**config.mk**
```make
export PLATFORM = sky130hd
export DESIGN_NAME = irq_status_ctrl
export DESIGN_NICKNAME = d
export VERILOG_FILES = /design/src/rtl/irq_status_pkg.sv /design/src/rtl/irq_status_decode.sv /design/src/rtl/irq_status_regs.sv /design/src/rtl/irq_status_ctrl.sv
export SDC_FILE = /design/constraint.sdc
export NUM_CORES = 1
export LEC_CHECK = 0
export BUFFER_PORTS_ARGS = -buffer_cell sky130_fd_sc_hd__buf_2
export CAP_MARGIN = 20
export CORE_MARGIN = 10
export CORE_UTILIZATION = 47
export DETAILED_ROUTE_END_ITERATION = 8
export PLACE_DENSITY = 0.79
export SYNTH_ARGS = -nofsm -noshare
export SYNTH_HDL_FRONTEND = slang
export SYNTH_HIERARCHICAL = 1
export SYNTH_SLANG_ARGS = --single-unit
```
**constraint.sdc**
```tcl
create_clock -name clk -period 1.94 [get_ports clk]
set_input_delay 0.291 -clock clk [delete_from_list [all_inputs] [get_ports clk]]
set_output_delay 0.291 -clock clk [all_outputs]
set_load 0.02 [all_outputs]
```
**src/rtl/irq_status_pkg.sv**
```systemverilog
package irq_status_pkg;

  localparam int NUM_SRC = 4;

  // status / mask bit positions
  localparam int SRC_TX_START  = 0;
  localparam int SRC_COLL_WRAP = 1;
  localparam int SRC_USER      = 2;
  localparam int SRC_TX_DONE   = 3;

  // control bit positions
  localparam int CTL_ENABLE      = 0;
  localparam int CTL_TXOK_SUPPR  = 1;
  localparam int CTL_LAST_TX_EN  = 2;
  localparam int CTL_USER_CMD    = 3;
  localparam int CTL_STOP        = 4;
  localparam int CTL_STORED_BITS = 4;

  typedef enum logic [1:0] {
    SEL_STATUS  = 2'd0,
    SEL_MASK    = 2'd1,
    SEL_CONTROL = 2'd2,
    SEL_NONE    = 2'd3
  } regSel_e;

  typedef enum logic [1:0] {
    TXQ_ALL,
    TXQ_ERR_ONLY,
    TXQ_LAST_ONLY
  } txQual_e;

  typedef struct packed {
    logic [NUM_SRC-1:0] setEvt;
    logic [NUM_SRC-1:0] clrBits;
    logic               maskWr;
    logic               ctrlWr;
    logic               stopReq;
    logic               cmdSet;
    logic               cmdClr;
    logic               softClr;
    logic               rdEn;
    regSel_e            rdSel;
  } strobe_t;

endpackage

```
**src/rtl/irq_status_decode.sv**
```systemverilog
module irq_status_decode
  import irq_status_pkg::*;
#(
  parameter int ADDR_W = 4,
  parameter int DATA_W = 16
) (
  input  logic              softReset,
  input  logic              regRdEn,
  input  logic              regWrEn,
  input  logic [ADDR_W-1:0] regAddr,
  input  logic [DATA_W-1:0] regWrData,
  input  logic              txStartEvt,
  input  logic              collWrapEvt,
  input  logic              txEndEvt,
  input  logic              txEndOk,
  input  logic              txEndLast,
  input  logic              txOkSuppress,
  input  logic              lastTxEnable,
  output strobe_t           strobes
);

  regSel_e addrSel;
  txQual_e txMode;
  logic    txDoneSet;
  logic    wrStatus;
  logic    wrCtrl;

  always_comb begin
    if (regAddr == ADDR_W'(0))      addrSel = SEL_STATUS;
    else if (regAddr == ADDR_W'(1)) addrSel = SEL_MASK;
    else if (regAddr == ADDR_W'(2)) addrSel = SEL_CONTROL;
    else                            addrSel = SEL_NONE;
  end

  // last-frame mode overrides the suppress control
  always_comb begin
    if (lastTxEnable)      txMode = TXQ_LAST_ONLY;
    else if (txOkSuppress) txMode = TXQ_ERR_ONLY;
    else                   txMode = TXQ_ALL;
  end

  always_comb begin
    unique case (txMode)
      TXQ_LAST_ONLY: txDoneSet = txEndEvt && txEndLast;
      TXQ_ERR_ONLY:  txDoneSet = txEndEvt && !txEndOk;
      default:       txDoneSet = txEndEvt;
    endcase
  end

  assign wrStatus = regWrEn && (addrSel == SEL_STATUS);
  assign wrCtrl   = regWrEn && (addrSel == SEL_CONTROL);

  always_comb begin
    strobes = '0;
    strobes.setEvt[SRC_TX_START]  = txStartEvt;
    strobes.setEvt[SRC_COLL_WRAP] = collWrapEvt;
    strobes.setEvt[SRC_USER]      = wrCtrl && regWrData[CTL_USER_CMD];
    strobes.setEvt[SRC_TX_DONE]   = txDoneSet;
    strobes.clrBits = wrStatus ? regWrData[NUM_SRC-1:0] : '0;
    strobes.maskWr  = regWrEn && (addrSel == SEL_MASK);
    strobes.ctrlWr  = wrCtrl;
    strobes.stopReq = wrCtrl && regWrData[CTL_STOP];
    strobes.cmdSet  = wrCtrl && regWrData[CTL_USER_CMD];
    strobes.cmdClr  = wrStatus && regWrData[SRC_USER];
    strobes.softClr = softReset;
    strobes.rdEn    = regRdEn;
    strobes.rdSel   = addrSel;
  end

endmodule

```
**src/rtl/irq_status_regs.sv**
```systemverilog
module irq_status_regs
  import irq_status_pkg::*;
#(
  parameter int DATA_W = 16
) (
  input  logic               clk,
  input  logic               rstN,
  input  strobe_t            strobes,
  input  logic [DATA_W-1:0]  regWrData,
  output logic [DATA_W-1:0]  regRdData,
  output logic               irqN,
  output logic [NUM_SRC-1:0] statusQ,
  output logic [NUM_SRC-1:0] maskQ,
  output logic               enableQ,
  output logic               txOkSuppressQ,
  output logic               lastTxEnableQ,
  output logic               userCmdQ
);

  localparam int PAD_STAT = DATA_W - NUM_SRC;
  localparam int PAD_CTRL = DATA_W - CTL_STORED_BITS;

  logic flagClear;
  assign flagClear = strobes.softClr || strobes.stopReq;

  // one sticky flag and one mask bit per source; set beats clear
  for (genvar i = 0; i < NUM_SRC; i++) begin : g_src
    always_ff @(posedge clk or negedge rstN) begin
      if (!rstN)                   statusQ[i] <= 1'b0;
      else if (flagClear)          statusQ[i] <= 1'b0;
      else if (strobes.setEvt[i])  statusQ[i] <= 1'b1;
      else if (strobes.clrBits[i]) statusQ[i] <= 1'b0;
    end

    always_ff @(posedge clk or negedge rstN) begin
      if (!rstN)                maskQ[i] <= 1'b1;
      else if (strobes.softClr) maskQ[i] <= 1'b1;
      else if (strobes.maskWr)  maskQ[i] <= regWrData[i];
    end
  end

  always_ff @(posedge clk or negedge rstN) begin
    if (!rstN) begin
      enableQ       <= 1'b0;
      txOkSuppressQ <= 1'b0;
      lastTxEnableQ <= 1'b0;
    end else if (strobes.softClr) begin
      enableQ       <= 1'b0;
      txOkSuppressQ <= 1'b0;
      lastTxEnableQ <= 1'b0;
    end else if (strobes.ctrlWr) begin
      enableQ       <= regWrData[CTL_ENABLE];
      txOkSuppressQ <= regWrData[CTL_TXOK_SUPPR];
      lastTxEnableQ <= regWrData[CTL_LAST_TX_EN];
    end
  end

  always_ff @(posedge clk or negedge rstN) begin
    if (!rstN)               userCmdQ <= 1'b0;
    else if (flagClear)      userCmdQ <= 1'b0;
    else if (strobes.cmdSet) userCmdQ <= 1'b1;
    else if (strobes.cmdClr) userCmdQ <= 1'b0;
  end

  always_ff @(posedge clk or negedge rstN) begin
    if (!rstN) irqN <= 1'b1;
    else       irqN <= !(enableQ && |(statusQ & ~maskQ));
  end

  logic [CTL_STORED_BITS-1:0] ctrlView;
  always_comb begin
    ctrlView = '0;
    ctrlView[CTL_ENABLE]     = enableQ;
    ctrlView[CTL_TXOK_SUPPR] = txOkSuppressQ;
    ctrlView[CTL_LAST_TX_EN] = lastTxEnableQ;
    ctrlView[CTL_USER_CMD]   = userCmdQ;
  end

  always_ff @(posedge clk or negedge rstN) begin
    if (!rstN) regRdData <= '0;
    else if (strobes.rdEn) begin
      unique case (strobes.rdSel)
        SEL_STATUS:  regRdData <= {{PAD_STAT{1'b0}}, statusQ};
        SEL_MASK:    regRdData <= {{PAD_STAT{1'b0}}, maskQ};
        SEL_CONTROL: regRdData <= {{PAD_CTRL{1'b0}}, ctrlView};
        default:     regRdData <= '0;
      endcase
    end
  end

endmodule

```
**src/rtl/irq_status_ctrl.sv**
```systemverilog
module irq_status_ctrl
  import irq_status_pkg::*;
#(
  parameter int ADDR_W = 4,
  parameter int DATA_W = 16
) (
  input  logic              clk,
  input  logic              rstN,
  input  logic              softReset,
  input  logic              regRdEn,
  input  logic              regWrEn,
  input  logic [ADDR_W-1:0] regAddr,
  input  logic [DATA_W-1:0] regWrData,
  output logic [DATA_W-1:0] regRdData,
  input  logic              txStartEvt,
  input  logic              collWrapEvt,
  input  logic              txEndEvt,
  input  logic              txEndOk,
  input  logic              txEndLast,
  output logic              irqN
);

  strobe_t            strobes;
  logic [NUM_SRC-1:0] statusQ;
  logic [NUM_SRC-1:0] maskQ;
  logic               enableQ;
  logic               txOkSuppressQ;
  logic               lastTxEnableQ;
  logic               userCmdQ;

  irq_status_decode #(.ADDR_W(ADDR_W), .DATA_W(DATA_W)) u_decode (
    .softReset    (softReset),
    .regRdEn      (regRdEn),
    .regWrEn      (regWrEn),
    .regAddr      (regAddr),
    .regWrData    (regWrData),
    .txStartEvt   (txStartEvt),
    .collWrapEvt  (collWrapEvt),
    .txEndEvt     (txEndEvt),
    .txEndOk      (txEndOk),
    .txEndLast    (txEndLast),
    .txOkSuppress (txOkSuppressQ),
    .lastTxEnable (lastTxEnableQ),
    .strobes      (strobes)
  );

  irq_status_regs #(.DATA_W(DATA_W)) u_regs (
    .clk           (clk),
    .rstN          (rstN),
    .strobes       (strobes),
    .regWrData     (regWrData),
    .regRdData     (regRdData),
    .irqN          (irqN),
    .statusQ       (statusQ),
    .maskQ         (maskQ),
    .enableQ       (enableQ),
    .txOkSuppressQ (txOkSuppressQ),
    .lastTxEnableQ (lastTxEnableQ),
    .userCmdQ      (userCmdQ)
  );

endmodule

```
## Word level (Yosys, flattened, before mapping)

Index checks and enable logic that the tools add are counted.

- Logic and storage cells: 81
- Register bits: 29
- Bits of input ports: 30

- Muxes and demuxes: 37
- Bitwise gates (word level): 2
- Equal/unequal tests: 6
- Reduce and logical (&&, ||, !) cells: 22

Operators by type and width:

| kind | number |
|---|---|
| 1-bit 2-to-1 mux | 31 |
| 3-bit nonzero test | 5 |
| 4-bit one-hot mux with 3 select lines | 1 |
| 1-bit logical AND | 9 |
| 2-bit 2-to-1 mux | 3 |
| 4-bit AND | 1 |
| 2-bit by 1-bit == test with 1-bit output (second input constant) | 2 |
| 2-bit == test (second input constant) | 2 |
| 4-bit by 1-bit == test with 1-bit output (second input constant) | 1 |
| 4-bit by 2-bit == test with 1-bit output (second input constant) | 1 |
| 4-bit zero test | 1 |
| 4-bit 2-to-1 mux | 1 |
| 4-bit inverter | 1 |
| 2-bit nonzero test | 2 |
| 4-bit OR reduction | 1 |
| 1-bit zero test | 2 |
| 2-bit zero test | 1 |
| 1-bit one-hot mux with 2 select lines | 1 |
| 1-bit logical OR | 1 |

## Longest topological paths before layout

- Word-level depth: 10
- Mapped depth: 5

## Hierarchy

Netlist, hierarchy kept.

By module, submodules not included:

| module | cells each | instances | area each (µm²) |
|---|---|---|---|
| irq_status_regs | 85 | 1 | 928.4 |
| irq_status_decode | 24 | 1 | 178.9 |

## Worst setup path after synthesis

Ideal clock, no wire load.

- Kind: input to register
- Start: input regAddr[1]
- End: register u_regs.regRdData[1]
- Stages on the path: 4
- Setup slack: 643 ps
- Arrival: 1159 ps
- Setup time: 138 ps
- Path through: or3_2 > buf_4 > mux2i_1 > o221ai_1

- Cells in the longest elaborated chain, start to end: 6
- Elaborated cells on any way between the ends: 10
- Classes of those cells: 4 x eq/ne; 4 x mux; 2 x reduce/logical

Ends and longest elaborated chain:

| element | RTL line | text |
|---|---|---|
| start: declaration | irq_status_ctrl.sv:12 | `input logic [ADDR_W-1:0] regAddr,` |
| 4-bit by 2-bit == test with 1-bit output | irq_status_decode.sv:31 | `else if (regAddr == ADDR_W'(2)) addrSel = SEL_CONTROL;` |
| 1-bit 2-to-1 mux | irq_status_decode.sv:31 |  |
| 2-bit 2-to-1 mux | irq_status_decode.sv:30 | `else if (regAddr == ADDR_W'(1)) addrSel = SEL_MASK;` |
| 2-bit 2-to-1 mux (*) | irq_status_decode.sv:29 | `if (regAddr == ADDR_W'(0)) addrSel = SEL_STATUS;` |
| 2-bit == test, or another cell as far along | irq_status_regs.sv:82 | `unique case (strobes.rdSel)` |
| 4-bit one-hot mux with 3 select lines (*) | irq_status_regs.sv:82 |  |
| end signal: assignment | irq_status_regs.sv:83 | `SEL_STATUS: regRdData <= {{PAD_STAT{1'b0}}, statusQ};` |
| end signal: assignment | irq_status_regs.sv:84 | `SEL_MASK: regRdData <= {{PAD_STAT{1'b0}}, maskQ};` |
| end signal: assignment | irq_status_regs.sv:85 | `SEL_CONTROL: regRdData <= {{PAD_CTRL{1'b0}}, ctrlView};` |
| end: declaration | irq_status_regs.sv:10 | `output logic [DATA_W-1:0] regRdData,` |

Mark *: on every way between the ends. The rest lies on a longest branch, timed or not.
A chain may end at the register's enable or synchronous reset.

## Worst setup path in the final report

- Start: register u_regs.irqN
- End: output irqN

RTL lines:

| element | RTL line | text |
|---|---|---|
| start: declaration | irq_status_regs.sv:11 | `output logic irqN,` |
| start signal: assignment | irq_status_regs.sv:67 | `else irqN <= !(enableQ && \|(statusQ & ~maskQ));` |
| end: declaration | irq_status_ctrl.sv:20 | `output logic irqN` |

No word-level cell between the ends.

==> impl_metrics.toml <==
[die]
die-area_um2 = 4698
fp.dieW_um = 68.54
die_y_um = 68.54
initial_core_util_pct = 49.58
core-area_um2 = 2233
rows = 17
pin_count = 47

[critical_path]
slowest_stage = "dfstp_2"
crit_family = "flip-flops"
crit_chain = "buf_2"
path_max_fanout = 1
crit_path_end_kind = "output port"
setup.worst_path.class = "reg2out"
start_kind = "flop"
cp.required_ns = 1.65
path_buf_inv = 1
cp.arrival_ns = 0.95
slowest_delay_ns = 0.52

[run_status]
outcome = "finished clean"

[flow_run]
drv_cap = 0

[cells_and_area]
drive_above_1_share_pct = 33.60
area_delta_synth_final_pct = 4.633
regArea_um2 = 431.7
diodes = 0
nFillCells = 228
multi_input_area_um2 = 506.7
nNetsFinal = 156

[grt]
grt_pass1_wl_um = 3346
grt_max_degree = 18
antenna_found_initial = 0
grt_pass1_vias = 765
track_usage_pct = 9.343
grt_remaining_overflow = 0

[power_and_ir_drop]
p_per_area_nw_per_um2 = 583.8
total_leakage_power_nw = 0.5658
ir_worst_vdd_uv = 320.0

[routing]
ant_nets = 0
first_pass_iters = 4
drt_iter0_drc = 4
wl_per_cell_um = 14.29
wl_um = 2186
drc_errors = 0
vias_per_cell = 4.980
vias = 762

[synthesis]
syn_area_per_cell_um2 = 10.16
yosysSeqAreaShare_pct = 38.98
ys_ff_latch = 17
syn_inst = 109
yosysUniqueCellTypes = 24
yosysWarnings = 6
netlist_area_um2 = 1107

[clock_tree]
cts_setup_buffers = 0
cts_hold_buf = 1
clockRootBuffer = "clkbuf_4"
htreeDepth = 1
clock_sinks = 17
cts_resized = 0
cts_buffers = 3
clock_path_buffers = 2
cts_tree = "built"
clk_pin_slew_worst_paths_ns = 0.09
clock_latency_ns = 0.28

[timing]
final.setup.tns_ns = 0
fin_skew_ns = 0.0007845
max_freq_mhz = 802.9
timing.final.crit_share_pct = 64.20
hold_viol = 0
maxSlewViolCount = 0
finalWorstSetupSlack_ns = 0.6945
rsz0062_at_grt = "no"
min_period_ns = 1.246
setup_viol = 0

[placement]
port_buffers = 23
dp_hpwl_um = 1788
gp_congestion = 0.7968
post-place-ws_ns = 0.4603

[worst_hold_path]
hold_path.class = "in2reg"
[placed cells by master, fill, tap and decap left out, drive strengths merged]
cell type	netlist	layout
buf	23	23
conb	1	12
dfrtp	12	12
inv	9	9
nor2b	8	8
nand2b	7	7
mux2i	7	7
and3	6	6
a21oi	5	5
dfstp	5	5
nor2	4	4
nand4b	4	4
o221ai	4	4
a211o	4	4
clkbuf	0	4
or3	2	2
dlygate4sd3	0	1
nor3b	1	1
and2b	1	1
and2	1	1
and3b	1	1
nand2	1	1
o211a	1	1
o41ai	1	1
or2	1	1
[final timing paths]
path,from,to,slack [ns],depth (start not counted)
min in group asynchronous,rstN,u_regs/statusQ[0],0.44,2
setup / recovery,u_regs/irqN,irqN,0.69,1
max in group asynchronous,rstN,u_regs/maskQ[2],1.19,2
setup reg to reg,u_regs/maskQ[2],u_regs/irqN,0.90,2
hold / removal,collWrapEvt,u_regs/statusQ[1],0.22,3
hold reg to reg,u_regs/enableQ,u_regs/irqN,0.50,1
[area by class of cell]
class / count / share of cell area (%)
multi-input cells: 71 / 43.74
flip-flops and latches: 17 / 37.26
repair buffers: 24 / 10.80
well taps: 28 / 3.024
inverters: 9 / 2.916
clock buffers: 4 / 2.268
[metal layers]
layer | global-route usage, % | wire length (µm)
met1 | 10.72 | 989
met2 | 14.86 | 948
met3 | 4.187 | 204
met4 | 3.769 | 43
met5 | 0 | 0
[registers in the layout (all words and copies together), names as in the netlist]
| name | cells |
|---|---|
| u_regs/maskQ | 4 |
| u_regs/regRdData | 4 |
| u_regs/statusQ | 4 |
| u_regs/enableQ | 1 |
| u_regs/irqN | 1 |
| u_regs/lastTxEnableQ | 1 |
| u_regs/txOkSuppressQ | 1 |
| u_regs/userCmdQ | 1 |
[where the power goes]
group / total, W / switching, W / internal, W
clock: 0.000184 / 0.000104 / 0.0000799
sequential: 0.000377 / 0.00000882 / 0.000368
combinational: 0.000115 / 0.0000729 / 0.0000421
total: 0.000676 / 0.000186 / 0.000490
[synth_stat cells, drive strengths merged]
cell	count	area, µm²
nor2	4	15.01
dfstp	5	131.4
dfrtp	12	300.3
o41ai	1	16.27
or2	1	8.760
and3	6	37.54
nand4b	4	35.03
or3	2	15.01
o211a	1	10.01
nand2b	7	43.79
buf	23	176.4
a21oi	5	43.79
and3b	1	8.760
and2b	1	7.510
a211o	4	35.03
inv	9	33.78
nor3b	1	18.77
o221ai	4	35.03
nor2b	8	50.05
and2	1	7.510
nand2	1	3.750
mux2i	7	70.07
conb	1	3.750
[kinds of logic after synthesis]
family | count (synthesis) | synth area share, %
AND/OR/NAND/NOR | 37 | 22.71
flip-flops | 17 | 38.98
AO/OA/AOI/OAI | 15 | 12.65
other | 1 | 0.3387
multiplexers | 7 | 6.328
buffers and inverters | 32 | 18.98
[per-stage QoR]
stage	std cells	util (%)	hold WS, ns	cell area [µm²]	total power [W]
6_report	153	51.88	0.2242	1159	0.0006764
5_1_grt	153	51.88	0.2130	1159	0.0007147
4_1_cts	153	51.88	0.2152	1159	0.0006851
3_5_place_dp	148	50.25	0.2305	1122	0.0004968
3_3_place_gp	148	50.25	0.2279	1122	0.0004939
2_1_floorplan	120	-	-0.004591	1149	0.0004837
(Power assumes the default switching activity.)
